`config.mk`:
```
export PLATFORM = sky130hd
export DESIGN_NAME = usb_ep_ctrl
export DESIGN_NICKNAME = d
export VERILOG_FILES = /design/src/rtl/usb_ep_pkg.sv /design/src/rtl/usb_ep_ctrl_dec.sv /design/src/rtl/usb_ep_ctrl_dp.sv /design/src/rtl/usb_ep_ctrl.sv
export SDC_FILE = /design/constraint.sdc
export NUM_CORES = 1
export LEC_CHECK = 0
export ABC_AREA = 1
export BUFFER_PORTS_ARGS = -buffer_cell sky130_fd_sc_hd__buf_2
export CORE_MARGIN = 4
export CORE_UTILIZATION = 35
export DETAILED_ROUTE_END_ITERATION = 12
export GPL_TIMING_DRIVEN = 1
export PLACE_DENSITY_LB_ADDON = 0.12
export SETUP_SLACK_MARGIN = 0.1
export SYNTH_ARGS = -nofsm -noshare
export SYNTH_HDL_FRONTEND = slang
export SYNTH_SLANG_ARGS = --single-unit
```
`constraint.sdc`:
```
create_clock -name clk -period 1.2 [get_ports clk]
set_input_delay 0.24 -clock clk [delete_from_list [all_inputs] [get_ports clk]]
set_output_delay 0.24 -clock clk [all_outputs]
set_load 0.1 [all_outputs]
```
`src/rtl/usb_ep_pkg.sv`:
```
package usb_ep_pkg;

  localparam int REG_W   = 32;
  localparam int MPS_W   = 11;
  localparam int B_EN    = 31;
  localparam int B_DIS   = 30;
  localparam int B_SD1   = 29;
  localparam int B_SD0   = 28;
  localparam int B_SNAK  = 27;
  localparam int B_CNAK  = 26;
  localparam int B_STALL = 21;
  localparam int B_NAKST = 17;
  localparam int B_PID   = 16;
  localparam int B_ACT   = 15;

  typedef enum logic [1:0] {
    HS_ACK   = 2'b00,
    HS_NAK   = 2'b01,
    HS_STALL = 2'b10
  } hs_e;

  typedef struct packed {
    logic setEn;
    logic clrEn;
    logic setNak;
    logic clrNak;
    logic setStall;
    logic clrStall;
    logic wrAct;
    logic actVal;
    logic clrAct;
    logic loadPid;
    logic pidVal;
    logic togglePid;
    logic loadMps;
  } ep_strb_t;

endpackage

```
`src/rtl/usb_ep_ctrl_dec.sv`:
```
module usb_ep_ctrl_dec
  import usb_ep_pkg::*;
#(
  parameter bit IS_EP0 = 1'b0
) (
  input  logic     wrEn,
  input  logic     wrEnBit,
  input  logic     wrStallBit,
  input  logic     wrSetNakBit,
  input  logic     wrClrNakBit,
  input  logic     wrSd0Bit,
  input  logic     wrSd1Bit,
  input  logic     wrActBit,
  input  logic     evUsbReset,
  input  logic     evSetupToken,
  input  logic     evSetupPkt,
  input  logic     evXferDone,
  input  logic     evEpDisabled,
  input  logic     evSetupDone,
  input  logic     evTxnAck,
  output ep_strb_t strb
);

  logic hwEnClr;
  logic nakSetAny;
  logic pidLoad;

  always_comb begin
    hwEnClr   = evSetupDone | evEpDisabled | evXferDone;
    nakSetAny = (wrEn & wrSetNakBit) | evXferDone | evSetupPkt;
    pidLoad   = wrEn & (wrSd0Bit | wrSd1Bit);

    strb           = '0;
    strb.clrEn     = hwEnClr;
    strb.setEn     = wrEn & wrEnBit & ~hwEnClr;
    strb.setNak    = nakSetAny;
    strb.clrNak    = wrEn & wrClrNakBit & ~nakSetAny;
    strb.clrStall  = evSetupToken;
    strb.setStall  = wrEn & wrStallBit & ~evSetupToken;
    strb.clrAct    = evUsbReset & ~IS_EP0;
    strb.wrAct     = wrEn & ~strb.clrAct & ~IS_EP0;
    strb.actVal    = wrActBit;
    strb.loadPid   = pidLoad;
    strb.pidVal    = wrSd1Bit;
    strb.togglePid = evTxnAck & ~pidLoad;
    strb.loadMps   = wrEn;
  end

endmodule

```
`src/rtl/usb_ep_ctrl_dp.sv`:
```
module usb_ep_ctrl_dp
  import usb_ep_pkg::*;
#(
  parameter bit IS_EP0 = 1'b0,
  parameter int MPS_BITS = MPS_W
) (
  input  logic                clk,
  input  logic                rstN,
  input  ep_strb_t            strb,
  input  logic [MPS_BITS-1:0] wrMps,
  input  logic                globalOutNak,
  output logic [REG_W-1:0]    rdData,
  output logic [1:0]          handshake,
  output logic                dataPid
);

  logic                enQ;
  logic                nakQ;
  logic                stallQ;
  logic                pidQ;
  logic                actQ;
  logic [MPS_BITS-1:0] mpsQ;

  always_ff @(posedge clk or negedge rstN) begin
    if (!rstN) begin
      enQ    <= 1'b0;
      nakQ   <= 1'b0;
      stallQ <= 1'b0;
      pidQ   <= 1'b0;
      mpsQ   <= '0;
    end else begin
      if (strb.clrEn)         enQ <= 1'b0;
      else if (strb.setEn)    enQ <= 1'b1;
      if (strb.setNak)        nakQ <= 1'b1;
      else if (strb.clrNak)   nakQ <= 1'b0;
      if (strb.clrStall)      stallQ <= 1'b0;
      else if (strb.setStall) stallQ <= 1'b1;
      if (strb.loadPid)        pidQ <= strb.pidVal;
      else if (strb.togglePid) pidQ <= ~pidQ;
      if (strb.loadMps)       mpsQ <= wrMps;
    end
  end

  generate
    if (IS_EP0) begin : g_ep0_act
      logic unusedActStrb;
      assign unusedActStrb = ^{strb.wrAct, strb.actVal, strb.clrAct};
      assign actQ = 1'b1;
    end else begin : g_gen_act
      logic actR;
      always_ff @(posedge clk or negedge rstN) begin
        if (!rstN)            actR <= 1'b0;
        else if (strb.clrAct) actR <= 1'b0;
        else if (strb.wrAct)  actR <= strb.actVal;
      end
      assign actQ = actR;
    end
  endgenerate

  always_comb begin
    rdData          = '0;
    rdData[B_EN]    = enQ;
    rdData[B_STALL] = stallQ;
    rdData[B_NAKST] = nakQ;
    rdData[B_PID]   = pidQ;
    rdData[B_ACT]   = actQ;
    rdData[MPS_BITS-1:0] = mpsQ;
  end

  always_comb begin
    if (stallQ)
      handshake = HS_STALL;
    else if (nakQ || globalOutNak || !enQ || !actQ)
      handshake = HS_NAK;
    else
      handshake = HS_ACK;
  end

  assign dataPid = pidQ;

endmodule

```
`src/rtl/usb_ep_ctrl.sv`:
```
module usb_ep_ctrl
  import usb_ep_pkg::*;
#(
  parameter bit IS_EP0 = 1'b0
) (
  input  logic        clk,
  input  logic        rstN,
  input  logic        wrEn,
  input  logic [31:0] wrData,
  output logic [31:0] rdData,
  input  logic        evUsbReset,
  input  logic        evSetupToken,
  input  logic        evSetupPkt,
  input  logic        evXferDone,
  input  logic        evEpDisabled,
  input  logic        evSetupDone,
  input  logic        evTxnAck,
  input  logic        globalOutNak,
  output logic [1:0]  handshake,
  output logic        dataPid
);

  ep_strb_t strb;
  logic     unusedWrBits;

  assign unusedWrBits = ^{wrData[B_DIS], wrData[25:22], wrData[20:16], wrData[14:MPS_W]};

  usb_ep_ctrl_dec #(.IS_EP0(IS_EP0)) u_dec (
    .wrEn         (wrEn),
    .wrEnBit      (wrData[B_EN]),
    .wrStallBit   (wrData[B_STALL]),
    .wrSetNakBit  (wrData[B_SNAK]),
    .wrClrNakBit  (wrData[B_CNAK]),
    .wrSd0Bit     (wrData[B_SD0]),
    .wrSd1Bit     (wrData[B_SD1]),
    .wrActBit     (wrData[B_ACT]),
    .evUsbReset   (evUsbReset),
    .evSetupToken (evSetupToken),
    .evSetupPkt   (evSetupPkt),
    .evXferDone   (evXferDone),
    .evEpDisabled (evEpDisabled),
    .evSetupDone  (evSetupDone),
    .evTxnAck     (evTxnAck),
    .strb         (strb)
  );

  usb_ep_ctrl_dp #(.IS_EP0(IS_EP0), .MPS_BITS(MPS_W)) u_dp (
    .clk          (clk),
    .rstN         (rstN),
    .strb         (strb),
    .wrMps        (wrData[MPS_W-1:0]),
    .globalOutNak (globalOutNak),
    .rdData       (rdData),
    .handshake    (handshake),
    .dataPid      (dataPid)
  );

endmodule

```
# Word-level counts from Yosys, hierarchy flattened
# Cells that the tools add are included.
# op_classes
reduce_logical	10
bitwise	21
muxes	12
# op_table
cell	n
$mux W1	11
$and A1 B1 Y1	10
$reduce_bool A2 Y1	5
$not A1 Y1	6
$or A1 B1 Y1	5
$logic_or A1 B1 Y1	3
$logic_not A1 Y1	2
$mux W2	1
# totals
ff_bits	16
elab_cells	49
output_inout_bits	35
in_bits	43

# Logic depth before layout (Yosys ltp)
# logic_depth
word_depth	7
mapped_depth	5
ltp_nobuf	5

# Modules after synthesis
# Synthesis repeated with hierarchy kept, for this count alone.
# unflattened
cells_unflattened	122
hier_area_um2	975.9
# modules_own_cells
module	cells_each	seq_area_each_um2	area_each_um2	instances
usb_ep_ctrl_dp	96	400.4	845.8	1
usb_ep_ctrl_dec	26	0.0	130.1	1

# Least setup slack after synthesis
# No wires, ideal clock.
# synth_path
path_type	flip-flop to output port
from	reg u_dp.g_gen_act.actR, in the netlist u_dp.actQ
to	out handshake[0]
t_arrival_ps	1910
n_path_buf	0
required_time_ps	960
path_stages_with_launch	4
path_slack_ps	-950
path_cell_list	dfrtp_1 nand2_1 inv_1 a21oi_1
# synth_via
elab_chain_len	4
# synth_lines
item	line_no	text
start, declared	usb_ep_ctrl_dp.sv:50	logic actR;
start signal, assigned	usb_ep_ctrl_dp.sv:54	else if (strb.wrAct) actR <= strb.actVal;
$logic_not A1 Y1	usb_ep_ctrl_dp.sv:73	else if (nakQ || globalOutNak || !enQ || !actQ)
$logic_or A1 B1 Y1	usb_ep_ctrl_dp.sv:73	
$mux W1	usb_ep_ctrl_dp.sv:73	
$mux W2	usb_ep_ctrl_dp.sv:71	if (stallQ)
end, declared	usb_ep_ctrl.sv:19	output logic [1:0] handshake,
# No other way between the ends.

# Worst setup path in the final report
# Ends and elaborated chain as after synthesis.

==> summary.md <==
| Metric | Value |
|---|---|
| Status | `finished with violations` |
| Failing checks | `setup timing` |
| Via count | `725` |
| I/O pin cnt | `78` |
| Max clock buf depth | `2` |
| Initial Utilization | `37.3%` |
| Area delta synth->final | `64.7%` |
| GP Congestion | `0.779` |
| DRT Pass-1 Iters | `2` |
| Post-Syn Area | `841 sq um` |
| CTS HTree Levels | `1` |
| Combinational share of power | `52.1%` |
| CP endpoint | `handshake[0]` |
| PnR worst setup slack | `-0.135 ns` |
| Cell taking the most area after synthesis | `dfrtp_1` |
| RSZ-0062 raised after global routing | `true` |
| Final Hold Vio Count | `0` |
| Fin util | `61.4%` |
| Final setup vio count | `6` |
| Vias per inst | `4.03` |
| CTS Buf Count | `3` |
| Critical Path Fanout Max | `2` |
| Synth Area per Inst | `8.08 sq um` |
| Pint | `0.985 mW` |
| Initial antenna violation count | `0` |
| Root buf cell | `clkbuf_4` |
| Cells on worst reg2reg path | `4` |
| EDFF count, synth | `0` |
| Clock transition at path regs | `0.09 ns` |
| Core Box Area | `2250 sq um` |
| P_sw | `0.908 mW` |
| Clock Power Share | `14.0%` |
| CTS sink cnt | `16` |
| Cell variety after synth | `12` |
| CTS tree | `done` |
| DRT iter0 DRCs | `8` |
| Fin Hold WS | `0.106 ns` |
| Pin count of the biggest net entering global routing | `17` |
| Setup TNS | `-0.317 ns` |
| Total Wirelength | `1820 um` |
| Worst Skew | `0 ns` |
| Period Utilization, post-route | `111%` |
| Site row count | `17` |
| PortBufs | `47` |
| Hpwl dp | `1480 um` |
| Vias in the first global route | `725` |
| Total track usage | `11.6%` |
| Worst vdd ir | `0.000895 V` |
| Layout Cells excl Fill | `180` |
| Final net count | `197` |
| Setup CP Type | `reg -> out` |
| CP arrival | `1.10 ns` |
| Pwr dens | `1370 nW/um^2` |
| First-pass GRT wire length | `3040 um` |
| Layout cells sized above 1 | `48.7%` |
| Ant. Diodes | `0` |
| Cell with the most instances after synthesis | `nand2_1` |
| Fin area | `1390 sq um` |
| Synth top area cells | `dfrtp_1, buf_4, nand2_1, nor2_1, buf_6` |
| Cells after DPL | `174` |
| Reg2reg setup slack | `0.29 ns` |
| Synthesis Warnings | `0` |
| Drt drc | `0` |
| F_max | `0.749 GHz` |
| Seq/Total Area, Yosys | `47.6%` |
| Net Sw Frac | `48.0%` |
| Max Transition Viols Final | `0` |
| Worst skew pair latency | `0.27 ns` |
| CP required | `0.96 ns` |
| Global route overflow | `0` |
| Synth top cells by count | `nand2_1, buf_4, dfrtp_1` |
| Dpl ws | `0.146 ns` |
| FF+latch count, synth | `16` |
| Setup crit end kind | `primary output` |
| Overall power | `1.89 mW` |
| Async S/R FF share, synth | `100%` |
| Hold Path Class | `in -> reg` |
| Clock period minus worst slack | `1.34 ns` |
| Sequential share of power | `33.9%` |
| Worst R2R End | `u_dp.enQ$_DFFE_PN0P_` |
| Leakage dissipation | `0.749 nW` |
| Synth top area share | `47.6%` |
| Placed cell area | `1320 sq um` |
| CP startpoint | `u_dp.actQ$_DFFE_PN0P_` |
| Cells after Synth | `104` |
| Wire per inst | `10.1 um` |
| Reg2reg start | `u_dp.enQ$_DFFE_PN0P_` |
| Die H | `57.0 um` |
| Die area | `3250 sq um` |
| Worst setup SP type | `flip-flop` |
| Routed Antenna Nets | `0` |
| Top_reg_cell synth | `dfrtp_1` |
| Die W | `57.0 um` |
| Max-cap viol count | `0` |
repair_timing:
action / in CTS / in global routing
gates resized for setup: 4 / 1
setup buffers: 2 / 1
hold buffers: 1 / 0
hold endpoints to repair: 16 / 0
gates cloned: 0 / 0
pin swaps: 0 / 0
setup endpoints to repair: 19 / 19
cell usage in the layout (no fill, tap or decap):
cell type | Yosys | final
nand2_1 | 44 | 44
buf_2 | 0 | 28
buf_12 | 0 | 19
conb_1 | 1 | 16
dfrtp_2 | 0 | 11
nor2_1 | 7 | 6
buf_4 | 23 | 4
dfrtp_1 | 16 | 4
inv_1 | 4 | 3
clkbuf_4 | 0 | 3
buf_6 | 2 | 3
inv_2 | 1 | 2
a21oi_1 | 3 | 2
nor2_2 | 0 | 1
a21oi_4 | 0 | 1
nand3_1 | 1 | 1
nand2_2 | 1 | 1
nor3_1 | 1 | 1
dlygate4sd3_1 | 0 | 1
dfrtp_4 | 0 | 1
state kept, by name, summed over array words and instances (netlist names):
| signal | flops |
|---|---|
| u_dp.dataPid | 1 |
| u_dp.stallQ | 1 |
| u_dp.enQ | 1 |
| u_dp.actQ | 1 |
| u_dp.mpsQ | 11 |
| u_dp.nakQ | 1 |
final cells by class:
| class | instances | area [sq um] |
|---|---|---|
| inverters | 5 | 18.8 |
| clock buffers | 3 | 22.5 |
| flip-flops and latches | 16 | 418 |
| well taps | 28 | 35.0 |
| repair buffers | 55 | 594 |
| multi-input cells | 73 | 297 |
| fillers | 213 | 870 |
how the worst min path moves through the flow:
stage	startpoint	slack [ns]	cells past startpoint	end
after floorplan	rstN	-0.06	0	u_dp.actQ$_DFFE_PN0P_
after global placement	rstN	0.18	1	u_dp.stallQ$_DFFE_PN0P_
after detailed placement	rstN	0.17	1	u_dp.stallQ$_DFFE_PN0P_
after CTS	evSetupToken	0.1	2	u_dp.stallQ$_DFFE_PN0P_
after global routing	evSetupToken	0.1	2	u_dp.stallQ$_DFFE_PN0P_
final	evSetupToken	0.11	2	u_dp.stallQ$_DFFE_PN0P_
cells by family after synthesis:
kind of cell	count (synthesis)	share of synthesized area (%)
other	1	0.446
AND/OR/NAND/NOR	54	24.7
AO/OA/AOI/OAI	3	1.79
buffers and inverters	30	25.4
flip-flops	16	47.6
metal layers:
metal | vias up | share of wire, % | GRT usage (%)
met1 | 321 | 38 | 13.9
li1 | 368 | - | -
met4 | 0 | 0 | 2.98
met2 | 36 | 49 | 19.9
met5 | - | 0 | 0
met3 | 0 | 13 | 4.07
critical path: stages, from the launching register on:
cell and delay (ns):
dfrtp_1 0.38, nand2_1 0.08, inv_2 0.04, a21oi_4 0.13
buf_12 0.19
power groups by stage:
stage | Combinational [mW] | Sequential (mW) | Clock [mW]
2_1_floorplan | 0.466 | 0.905 | 0
3_3_place_gp | 0.976 | 0.649 | 0
3_5_place_dp | 0.981 | 0.652 | 0
4_1_cts | 0.991 | 0.642 | 0.280
5_1_grt | 1.02 | 0.648 | 0.300
6_report | 0.987 | 0.641 | 0.265
(Power assumes the default switching activity.)
